[src/rtl/sysdiv_pkg.sv]
// Package: shared constants and the code-to-ratio decode for the system
// clock divider. Assumes codes are 4 bits and the largest ratio is 32.
package sysdiv_pkg;

    localparam int CODE_W    = 4;
    localparam int RATIO_MAX = 32;
    localparam int RATIO_W   = $clog2(RATIO_MAX) + 1;
    localparam int LAST_CODE = 9;

    // Map a ratio code to its divide factor: odd codes give powers of two,
    // even codes above zero give three times a power of two, and the high
    // codes saturate to the largest ratio.
    function automatic logic [RATIO_W-1:0] code_to_ratio(input logic [CODE_W-1:0] code);
        int unsigned sh;
        logic [RATIO_W-1:0] r;
        if (code == '0) begin
            r = RATIO_W'(1);
        end else if (int'(code) >= LAST_CODE) begin
            r = RATIO_W'(RATIO_MAX);
        end else if (code[0]) begin
            sh = (int'(code) + 1) >> 1;
            r  = RATIO_W'(1) << sh;
        end else begin
            sh = (int'(code) >> 1) - 1;
            r  = RATIO_W'(3) << sh;
        end
        return r;
    endfunction

endpackage

[src/rtl/sysdiv_ctrl_reg.sv]
// Control word holder. A write replaces only the bits selected by the
// mask. Assumes a single writer; the word reads back without delay.
module sysdiv_ctrl_reg #(
    parameter int DATA_W = 32
) (
    input  logic              clk,
    input  logic              rst_n,
    input  logic              wr_en,
    input  logic [DATA_W-1:0] wr_data,
    input  logic [DATA_W-1:0] wr_mask,
    output logic [DATA_W-1:0] ctrl_q
);

    // Purpose: masked update of the control word, cleared by reset.
    always_ff @(posedge clk) begin
        if (!rst_n) begin
            ctrl_q <= '0;
        end else if (wr_en) begin
            ctrl_q <= (ctrl_q & ~wr_mask) | (wr_data & wr_mask);
        end
    end

    assert_hold_no_write_R4: assert property (@(posedge clk) disable iff (!rst_n)
        !wr_en |=> $stable(ctrl_q));

    assert_unmasked_kept_R4: assert property (@(posedge clk) disable iff (!rst_n)
        wr_en |=> ((ctrl_q & ~$past(wr_mask)) == ($past(ctrl_q) & ~$past(wr_mask))));

endmodule

[src/rtl/sysdiv_align_cnt.sv]
// Alignment counter. It runs freely from reset and flags the last cycle of
// each period. Assumes PERIOD is a common multiple of every table ratio, so
// every divider wraps in that same cycle.
module sysdiv_align_cnt #(
    parameter int PERIOD = 96
) (
    input  logic clk,
    input  logic rst_n,
    output logic align_o
);

    localparam int AW = $clog2(PERIOD);

    logic [AW-1:0] cnt_q;

    // Purpose: count input cycles modulo PERIOD.
    always_ff @(posedge clk) begin
        if (!rst_n) begin
            cnt_q <= '0;
        end else if (align_o) begin
            cnt_q <= '0;
        end else begin
            cnt_q <= cnt_q + AW'(1);
        end
    end

    assign align_o = (cnt_q == AW'(PERIOD - 1));

    assert_align_bound_R6: assert property (@(posedge clk) disable iff (!rst_n)
        int'(cnt_q) < PERIOD);

endmodule

[src/rtl/sysdiv_channel.sv]
// One divided domain. It holds an active ratio and a counter and raises a
// one-cycle enable each time the counter reaches ratio-1. A new ratio is
// taken only on load, which the top raises in an alignment cycle; every
// counter ends its period there, so all domains restart in phase.
module sysdiv_channel
    import sysdiv_pkg::*;
(
    input  logic              clk,
    input  logic              rst_n,
    input  logic              load,
    input  logic              align,
    input  logic [CODE_W-1:0] code_next,
    output logic              tick
);

    logic [RATIO_W-1:0] ratio_q;
    logic [RATIO_W-1:0] cnt_q;

    // Purpose: hold the active ratio, replacing it only on load.
    always_ff @(posedge clk) begin
        if (!rst_n) begin
            ratio_q <= RATIO_W'(1);
        end else if (load) begin
            ratio_q <= code_to_ratio(code_next);
        end
    end

    // Purpose: count input cycles within the current period.
    always_ff @(posedge clk) begin
        if (!rst_n) begin
            cnt_q <= '0;
        end else if (tick) begin
            cnt_q <= '0;
        end else begin
            cnt_q <= cnt_q + RATIO_W'(1);
        end
    end

    assign tick = (cnt_q == RATIO_W'(ratio_q - RATIO_W'(1)));

    assert_coincident_at_align_R7: assert property (@(posedge clk) disable iff (!rst_n)
        align |-> tick);

    assert_ratio_held_R6: assert property (@(posedge clk) disable iff (!rst_n)
        !load |=> $stable(ratio_q));

    assert_ratio_in_table_R1: assert property (@(posedge clk) disable iff (!rst_n)
        ratio_q inside {6'd1, 6'd2, 6'd3, 6'd4, 6'd6, 6'd8, 6'd12, 6'd16, 6'd24, 6'd32});

endmodule

[src/rtl/sysclk_ratio_div.sv]
// Top of the encoded-ratio system clock divider. It stores the control
// word, runs the alignment counter and builds one divider channel per
// domain. Channel i takes its code from bits [i*CODE_W +: CODE_W].
// Assumes a single clock and that the change-enable bit lies outside the
// code fields.
module sysclk_ratio_div
    import sysdiv_pkg::*;
#(
    parameter int NUM_CLK      = 4,
    parameter int DATA_W       = 32,
    parameter int CHG_BIT      = 22,
    parameter int ALIGN_PERIOD = 96
) (
    input  logic               clk,
    input  logic               rst_n,
    input  logic               wr_en,
    input  logic [DATA_W-1:0]  wr_data,
    input  logic [DATA_W-1:0]  wr_mask,
    output logic [DATA_W-1:0]  rd_data,
    output logic [NUM_CLK-1:0] tick_o
);

    logic [DATA_W-1:0] ctrl_q;
    logic              align;
    logic              load;

    sysdiv_ctrl_reg #(.DATA_W(DATA_W)) u_ctrl (
        .clk     (clk),
        .rst_n   (rst_n),
        .wr_en   (wr_en),
        .wr_data (wr_data),
        .wr_mask (wr_mask),
        .ctrl_q  (ctrl_q)
    );

    sysdiv_align_cnt #(.PERIOD(ALIGN_PERIOD)) u_align (
        .clk     (clk),
        .rst_n   (rst_n),
        .align_o (align)
    );

    // Purpose: copy stored codes only at alignment while change-enable is set.
    assign load    = align & ctrl_q[CHG_BIT];
    assign rd_data = ctrl_q;

    for (genvar i = 0; i < NUM_CLK; i++) begin : g_chan
        sysdiv_channel u_chan (
            .clk       (clk),
            .rst_n     (rst_n),
            .load      (load),
            .align     (align),
            .code_next (ctrl_q[i*CODE_W +: CODE_W]),
            .tick      (tick_o[i])
        );
    end

    assert_reset_all_high_R9: assert property (@(posedge clk)
        !rst_n |=> (tick_o == '1));

endmodule

[config.mk]
export PLATFORM = sky130hd
export DESIGN_NAME = sysclk_ratio_div
export DESIGN_NICKNAME = d
export VERILOG_FILES = /design/src/rtl/sysdiv_pkg.sv /design/src/rtl/sysdiv_ctrl_reg.sv /design/src/rtl/sysdiv_align_cnt.sv /design/src/rtl/sysdiv_channel.sv /design/src/rtl/sysclk_ratio_div.sv
export SDC_FILE = /design/constraint.sdc
export NUM_CORES = 1
export LEC_CHECK = 0
export BUFFER_PORTS_ARGS = -buffer_cell sky130_fd_sc_hd__buf_2
export CAP_MARGIN = 20
export CORE_UTILIZATION = 40
export CTS_CLUSTER_SIZE = 28
export DETAILED_ROUTE_END_ITERATION = 16
export PLACE_DENSITY = 0.61
export SLEW_MARGIN = 30
export SYNTH_ARGS = -nofsm -noshare
export SYNTH_HDL_FRONTEND = slang
export SYNTH_SLANG_ARGS = --single-unit
[constraint.sdc]
create_clock -name clk -period 6.8 [get_ports clk]
set_input_delay 1.36 -clock clk [delete_from_list [all_inputs] [get_ports clk]]
set_output_delay 1.36 -clock clk [all_outputs]
set_load 0.05 [all_outputs]
# Yosys cells after proc, flatten, opt, wreduce, memory -nomap -nowiden
# Index checks and enable logic that the tools add are counted.
# W data, S select, Z words.
# totals
inputBits	67
output_inout_bits	36
elab_cells	71
ff_bits	87
# classes
order_cmp	4
n_addsub	17
reduce_logical	9
shift	8
mux	12
n_eq_ne	5
bitwise_logic	6
# op_table
operator	n
$shl A2 B32 Y6 const A	4
$shl A1 B31 Y6 const A	4
$mux W6	12
$and A32 B32 Y32	2
$not A32 Y32	1
$or A32 B32 Y32	1
$add A6 B1 Y6 const B	4
$eq A6 B6 Y1	4
$sub A6 B1 Y6 const B	4
$add A4 B1 Y5 const B	4
$ge A4 B4 Y1 const B	4
$logic_not A4 Y1	4
$sub A3 B1 Y4 const B	4
$reduce_or A2 Y1	5
$add A7 B1 Y7 const B	1
$eq A7 B7 Y1 const B	1
$and A1 B1 Y1	1
$not A1 Y1	1

# Longest topological paths before layout
# Gate-level depths: netlist of run 1.
# logic_depth
word_depth	5
mapped_depth	8
ltp_nobuf	6

# Hierarchy
# From an unflattened synthesis of run 1, not the netlist that was laid out.
# hier_totals
cells_unflattened	645
hier_area_um2	5500.3
# by_module_without_submodules
mod	instances	area_each_um2	seq_area_each_um2	cells_each
sysdiv_channel	4	953.4	240.2	111
sysdiv_ctrl_reg	1	1395.1	640.6	170
sysdiv_align_cnt	1	285.3	140.1	30
sysclk_ratio_div	1	6.3	0.0	1

# Worst setup path after synthesis of run 1
# No wires, ideal clock.
# synth_timing
path_type	register -> output
start	register g_chan[3].u_chan.ratio_q[0]
end	output port tick_o[3]
t_required_ps	5440
arrival_ps	2022
stages_incl_launch_ff	6
path_slack_ps	3418
path_cell_list	dfxtp_1 -> or4_1 -> or3_4 -> a2111oi_4 -> and2_1 -> buf_4
# synth_between
elab_chain_len	2
# synth_lines
element	line	text
from (decl)	sysdiv_channel.sv:16	logic [RATIO_W-1:0] ratio_q;
from (signal assigned)	sysdiv_channel.sv:24	ratio_q <= code_to_ratio(code_next);
$sub A6 B1 Y6	sysdiv_channel.sv:39	assign tick = (cnt_q == RATIO_W'(ratio_q - RATIO_W'(1)));
$eq A6 B6 Y1	sysdiv_channel.sv:39	
to (decl)	sysclk_ratio_div.sv:20	output logic [NUM_CLK-1:0] tick_o
# Every way passes these cells.

# Final worst setup path of run 1
# layout_timing
start	register g_chan[2].u_chan.ratio_q[0]
end	output port tick_o[2]
# layout_between
elab_chain_len	2
# layout_lines
element	line
from (decl)	sysdiv_channel.sv:16
from (signal assigned)	sysdiv_channel.sv:24
$sub A6 B1 Y6	sysdiv_channel.sv:39
$eq A6 B6 Y1	sysdiv_channel.sv:39
# Every way passes these cells.

==> out/metrics.yaml, run 1 <==
status: "complete, no violations"
yosysTopAreaCell: "dfxtp_1"
pwr-share-seq_pct: 43.5
antenna_found_initial: 0
wl_met3_um: 574
clock-root-buffer: "clkbuf_16"
grt_pass1_wl_mm: 21.4
cap_violations: 0
cts_made_buffers: 9
ctsLongestPathBuffers: 2
coreArea_um2: 13200
cts_tree: "built"
place_inst: 900
ios: 103
hold_viol: 0
die_h_um: 118
yosys_warnings: 0
synth_fa_ha_area_share_pct: 7.86
clock_sinks: 87
synthXorXnorAreaFrac_pct: 9.55
synth_top_area_share_pct: 32.2
worst_setup_path_end_kind: "primary output"
wl_per_cell_um: 13.7
min_period_over_period_pct: 58.1
wl_mm: 12.6
wl_met2_mm: 5.85
switching_share_pct: 24.9
synth_fp_nets: 758
synth_top_family_by_area: "compound AO/OA/AOI/OAI gates"
wl_met1_mm: 6.05
hp-class: "reg2reg"
utilization_pct: 47.9
drv_slew: 0
fin_setup_tns_ns: 0
cp_max_fo: 7
diodes: 0
num-nets-final: 836
dpl-instance-area_um2: 6000
post-cts-setup-buffers: 0
fmax_ghz: 0.253
vias: 4870
dp_hpwl_mm: 9.44
startpoint_type: "register"
layout-drive-gt1-share_pct: 19.2
p_leak_nw: 2.49
switching_power_w: 0.000308
synthCells: 657
drc: 0
start_util_pct: 40.9
synth_seq_cells: 87
holdWs_ns: 0.452
yosysSeqAreaShare_pct: 32.2
skew_ns: 0.00631
crit_type: "reg2out"
synthArstFlopShare_pct: 0
synthFlopType: "dfxtp_1"
routed_via_density: 5.32
htreeDepth: 3
final_cell_count_no_fill: 915
pwr-share-clk_pct: 43.8
syn-cell-area_um2: 5410
dieArea_um2: 14000
gp_congestion: 0.846
grt_setup_unrepaired: "no"
p_int_w: 0.000927
synth_area_leaders: "dfxtp_1 32%, ha_1 7.9%, nand2_1 6.9%"
period_needed_ns: 3.95
fin_area_um2: 6340
setup_viol: 0
grt_pass1_vias: 4564
max-vdd-ir-drop_uv: 154
drt_iter0_drc: 293
die_w_um: 118
yosys.area_share.simple_pct: 21.1
holdBufCountCts: 0
synth_most_common_cell: "nand2_1"
grt_start_max_net_pins: 65
relSlewSlack_pct: 48.3
synth_cell_type_count: 57
area_delta_synth_final_pct: 17.1
worstPathRequired_ns: 5.44
num_rows: 42
ctsResizeCount: 0
firstDrtPassIters: 4
power_density_nw_per_um2: 195
synthMuxAreaShare_pct: 1.39
synth_commonest_cells: "99 x nand2_1, 87 x dfxtp_1, 49 x nand3_1"
portBuffers: 102
avgSynthCellArea_um2: 8.24
ant_nets: 0
synth_edf_count: 0
max_slew.worst_pin.slew_ns: 0.771
worstSkewPairLatency_ns: 0.34
grt-ovfl-total: 0
synth-compound-area-share_pct: 22.8
track_usage_pct: 18.6
pwr-share-comb_pct: 12.7
clkTransAtPathRegs_ns: 0.06
top_layer_used: "met4"
worstPathArrival_ns: 2.59
fillers: 1277
[power groups by stage]
| stage | combinational (W) | sequential (W) | clock (W) |
|---|---|---|---|
| after floorplan | 0.0000858 | 0.000569 | 0 |
| after global routing | 0.000172 | 0.000540 | 0.000581 |
| after CTS | 0.000157 | 0.000538 | 0.000559 |
| after global placement | 0.000153 | 0.000548 | 0 |
| final | 0.000156 | 0.000538 | 0.000541 |
| after detailed placement | 0.000156 | 0.000549 | 0 |
[cell type report]
| type | instances | area [um^2] | share of cell area [%] |
|---|---|---|---|
| flip-flops and latches | 87 | 1740 | 27.5 |
| multi-input cells | 501 | 3400 | 53.6 |
| inverters | 32 | 120 | 1.89 |
| well taps | 176 | 220 | 3.47 |
| clock inverters | 3 | 65.1 | 1.03 |
| clock buffers | 12 | 267 | 4.20 |
| repair buffers | 104 | 528 | 8.33 |
[critical path, cell delays in order, from the launching register on]
cell	delay, ns
dfxtp_1	0.34
or4_1	0.57
or3_4	0.36
a2111oi_4	0.54
and2_1	0.19
buf_2	0.25
[layer usage]
layer | vias to the layer above | GRT usage (%)
li1 | 2510 | -
met1 | 2246 | 24.1
met2 | 108 | 30.3
met3 | 6 | 4.01
met4 | 0 | 6.73
met5 | - | 0
[cells in the final DEF (no fill, tap or decap), types with 25 or more instances in the layout]
cell type  instances
nand3_1           49
xor2_1            25
buf_2            101
nor2_1            28
inv_1             31
a21oi_1           46
xnor2_1           34
dfxtp_1           87
nand2_1           99
ha_1              34
[cell families after synthesis]
group / Yosys count
adder cells (fa/ha/maj): 34
multiplexers: 7
XOR/XNOR: 59
AO/OA/AOI/OAI: 166
AND/OR/NAND/NOR: 235
buffers and inverters: 69
flip-flops: 87
[through the flow]
| step | total power (W) | setup WS (ns) |
|---|---|---|
| after CTS | 0.00125 | 2.82 |
| after global routing | 0.00129 | 2.73 |
| after detailed placement | 0.000705 | 2.88 |
| after global placement | 0.000701 | 3.04 |
| final | 0.00124 | 2.85 |
| after floorplan | 0.000655 | 3.42 |
[path summary, 6_finish.rpt]
| path | from | endpoint | slack (ns) | cells after the start |
|---|---|---|---|---|
| setup / recovery | g_chan[2].u_chan.ratio_q[0] | tick_o[2] | 2.85 | 5 |
| hold / removal | u_align.cnt_q[0] | u_align.cnt_q[0] | 0.45 | 1 |
| setup reg to reg | register | g_chan[1].u_chan.ratio_q[0] | 4.49 | 5 |
| hold reg to reg | u_align.cnt_q[0] | u_align.cnt_q[0] | 0.45 | 1 |
No activity file was read; power rests on OpenSTA's default activity.
==> run 2: changes to the inputs <==
--- a/config.mk
+++ b/config.mk
@@ -5,12 +5,13 @@
 export SDC_FILE = /design/constraint.sdc
 export NUM_CORES = 1
 export LEC_CHECK = 0
+export ABC_AREA = 1
 export BUFFER_PORTS_ARGS = -buffer_cell sky130_fd_sc_hd__buf_2
 export CAP_MARGIN = 20
 export CORE_UTILIZATION = 40
 export CTS_CLUSTER_SIZE = 28
 export DETAILED_ROUTE_END_ITERATION = 16
-export PLACE_DENSITY = 0.61
+export PLACE_DENSITY = 0.63
 export SLEW_MARGIN = 30
 export SYNTH_ARGS = -nofsm -noshare
 export SYNTH_HDL_FRONTEND = slang
==> constraint.sdc (replaced) <==
create_clock -name clk -period 3.3 [get_ports clk]
set_input_delay 0.66 -clock clk [delete_from_list [all_inputs] [get_ports clk]]
set_output_delay 0.66 -clock clk [all_outputs]
set_load 0.05 [all_outputs]
==> out/metrics.yaml, run 2 <==
grt_pass1_wl_mm: 21.5  # +0.55%
status: "complete, no violations"
synth_area_leaders: "dfxtp_1 31%, nand2_1 20%, nand3_1 7.8%"
max_slew.worst_pin.slew_ns: 0.802  # +0.0305 ns
start_util_pct: 41.6  # +0.69 points
ctsLongestPathBuffers: 2  # unchanged
startpoint_type: "register"
synthFlopType: "dfxtp_1"
cap_violations: 0  # unchanged
drc: 0  # unchanged
synth_fp_nets: 963  # +27%
yosysSeqAreaShare_pct: 31.3  # -0.90 points
p_leak_nw: 3.09  # +24%
grt_start_max_net_pins: 49  # -25%
ctsResizeCount: 0  # unchanged
crit_type: "reg2out"
mostFrequentLayoutCell: "nand2_1"
cts_tree: "built"
yosys_warnings: 0  # unchanged
fin_setup_tns_ns: 0  # unchanged
clkTransAtPathRegs_ns: 0.06  # about the same
dieArea_um2: 14400  # +2.8%
vias: 5305  # +8.9%
wl_per_cell_um: 10.8  # -21%
num-nets-final: 1055  # +26%
die_h_um: 120  # +1.4%
grt-ovfl-total: 0  # unchanged
final_cell_count_no_fill: 1135  # +24%
worst_setup_path_end_kind: "primary output"
synth_commonest_cells: "290 x nand2_1, 87 x dfxtp_1, 87 x nand3_1"
power_density_nw_per_um2: 385  # +98%
clock_sinks: 87  # unchanged
wl_mm: 12.3  # -2.1%
worstSkewPairLatency_ns: 0.35  # about the same
cts_made_buffers: 9  # unchanged
routed_via_density: 4.67  # -12%
num_rows: 42  # unchanged
synth_top_area_share_pct: 31.3  # -0.90 points
avgSynthCellArea_um2: 6.46  # -22%
track_usage_pct: 18.3  # -0.34 points
grt_pass1_vias: 4933  # +8.1%
coreArea_um2: 13400  # +1.2%
syn-cell-area_um2: 5570  # +2.9%
synth_seq_cells: 87  # unchanged
hp-class: "reg2reg"
fillers: 1385  # +8.5%
area_delta_synth_final_pct: 16.4
gp_congestion: 0.792  # -6.4%
max-vdd-ir-drop_uv: 270  # +75%
relSlewSlack_pct: 46.5  # -1.7 points
drt_iter0_drc: 192  # -34%
drv_slew: 0  # unchanged
antenna_found_initial: 0  # unchanged
dp_hpwl_mm: 9.28  # -1.8%
worstPathArrival_ns: 1.87  # -0.72 ns
layout-drive-gt1-share_pct: 18.5  # -0.76 points
hold_viol: 0  # unchanged
synth_most_common_cell: "nand2_1"
grt_setup_unrepaired: "no"
fmax_ghz: 0.395
post-cts-setup-buffers: 0  # unchanged
period_needed_ns: 2.53
worstPathRequired_ns: 2.64  # -2.80 ns
synthCells: 862  # +31%
ios: 103  # unchanged
diodes: 0  # unchanged
clock-root-buffer: "clkbuf_16"
synthArstFlopShare_pct: 0  # unchanged
yosysTopAreaCell: "dfxtp_1"
synth_cell_type_count: 30  # -47%
holdBufCountCts: 0  # unchanged
setup_viol: 0  # unchanged
place_inst: 1119  # +24%
skew_ns: 0.00847  # +0.00216 ns
firstDrtPassIters: 4  # unchanged
cp_max_fo: 5  # -2
final_cell_mix: "290 x nand2_1, 102 x buf_2, 87 x nand3_1, 87 x dfxtp_1, 86 x inv_1"
die_w_um: 120  # +1.4%
synth_edf_count: 0  # unchanged
htreeDepth: 3  # unchanged
portBuffers: 102  # unchanged
ant_nets: 0  # unchanged
min_period_over_period_pct: 76.8
## run 2: changes by cell type in the layout (fill, tap and decap cells not counted), sizes merged, moves of 8 or more
cell,change
a21oi,+18
xor2,-11
xnor2,-20
o21ai,+12
nor2,+51
o32ai,-8
and2,-9
a211oi,-24
nand3,+43
nand2,+194
inv,+86
a22o,-10
## run 2: worst paths after layout
path / from / endpoint / slack, ns / depth (start not counted)
worst max-delay path: g_chan[2].u_chan.ratio_q[0] / tick_o[2] / 0.77 / 11
worst min-delay path: u_align.cnt_q[0] / u_align.cnt_q[0] / 0.45 / 1
worst max register to register: register / g_chan[2].u_chan.ratio_q[0] / 1.47 / 9
worst min register to register: u_align.cnt_q[0] / u_align.cnt_q[0] / 0.45 / 1
## run 2: worst max-delay path: stages (launching register included)
cell     delay, ns
dfxtp_1       0.38
inv_2         0.08
ha_1          0.29
inv_1         0.04
nand2_1       0.04
nand2_1       0.04
nor2_1        0.09
nand2_1       0.05
nor2_1        0.08
nand3_1       0.11
inv_1         0.07
buf_2         0.26
## run 2: per-stage QoR
stage                     area [um^2]  util (%)  power, W  setup WS, ns  hold WS, ns
after global placement           6190      46.2   0.00153          1.10        0.431
after global routing             6480      48.4   0.00262         0.531        0.477
after detailed placement         6190      46.2   0.00153          1.11        0.436
final                            6480      48.4   0.00250         0.765        0.453
after floorplan                  5570         -   0.00142          1.27        0.418
after CTS                        6480      48.4   0.00253         0.727        0.452
## run 2: layer usage
layer	vias up	global-route usage [%]	part of all wire, %	wire [um]
met1	2291	23.5	50	6200
met4	0	7.03	1.6	202
met3	12	3.52	4.7	580
li1	2901	-	-	-
met2	101	30.0	43	5320
met5	-	0	0	0
## run 2: cell type report
type	count	area (um^2)	area share [%]
inverters	114	428	6.60
repair buffers	103	518	7.99
clock inverters	6	51.3	0.791
flip-flops and latches	87	1740	26.9
clock buffers	10	239	3.69
well taps	176	220	3.40
multi-input cells	639	3280	50.7
## run 2: power breakdown
group	internal [W]	switching (W)	total, W	leakage (nW)
combinational	0.000127	0.000265	0.000392	2.25
clock	0.000542	0.000453	0.000995	0.140
sequential	0.00107	0.0000371	0.00111	0.707
total	0.00174	0.000756	0.00250	3.09
## run 2: cell families after synthesis
family / count (synthesis) / synth area share (%)
adder cells (fa/ha/maj): 34 / 7.64
buffers and inverters: 136 / 9.75
flip-flops: 87 / 31.3
XOR/XNOR: 28 / 4.40
AO/OA/AOI/OAI: 94 / 9.66
AND/OR/NAND/NOR: 483 / 37.3
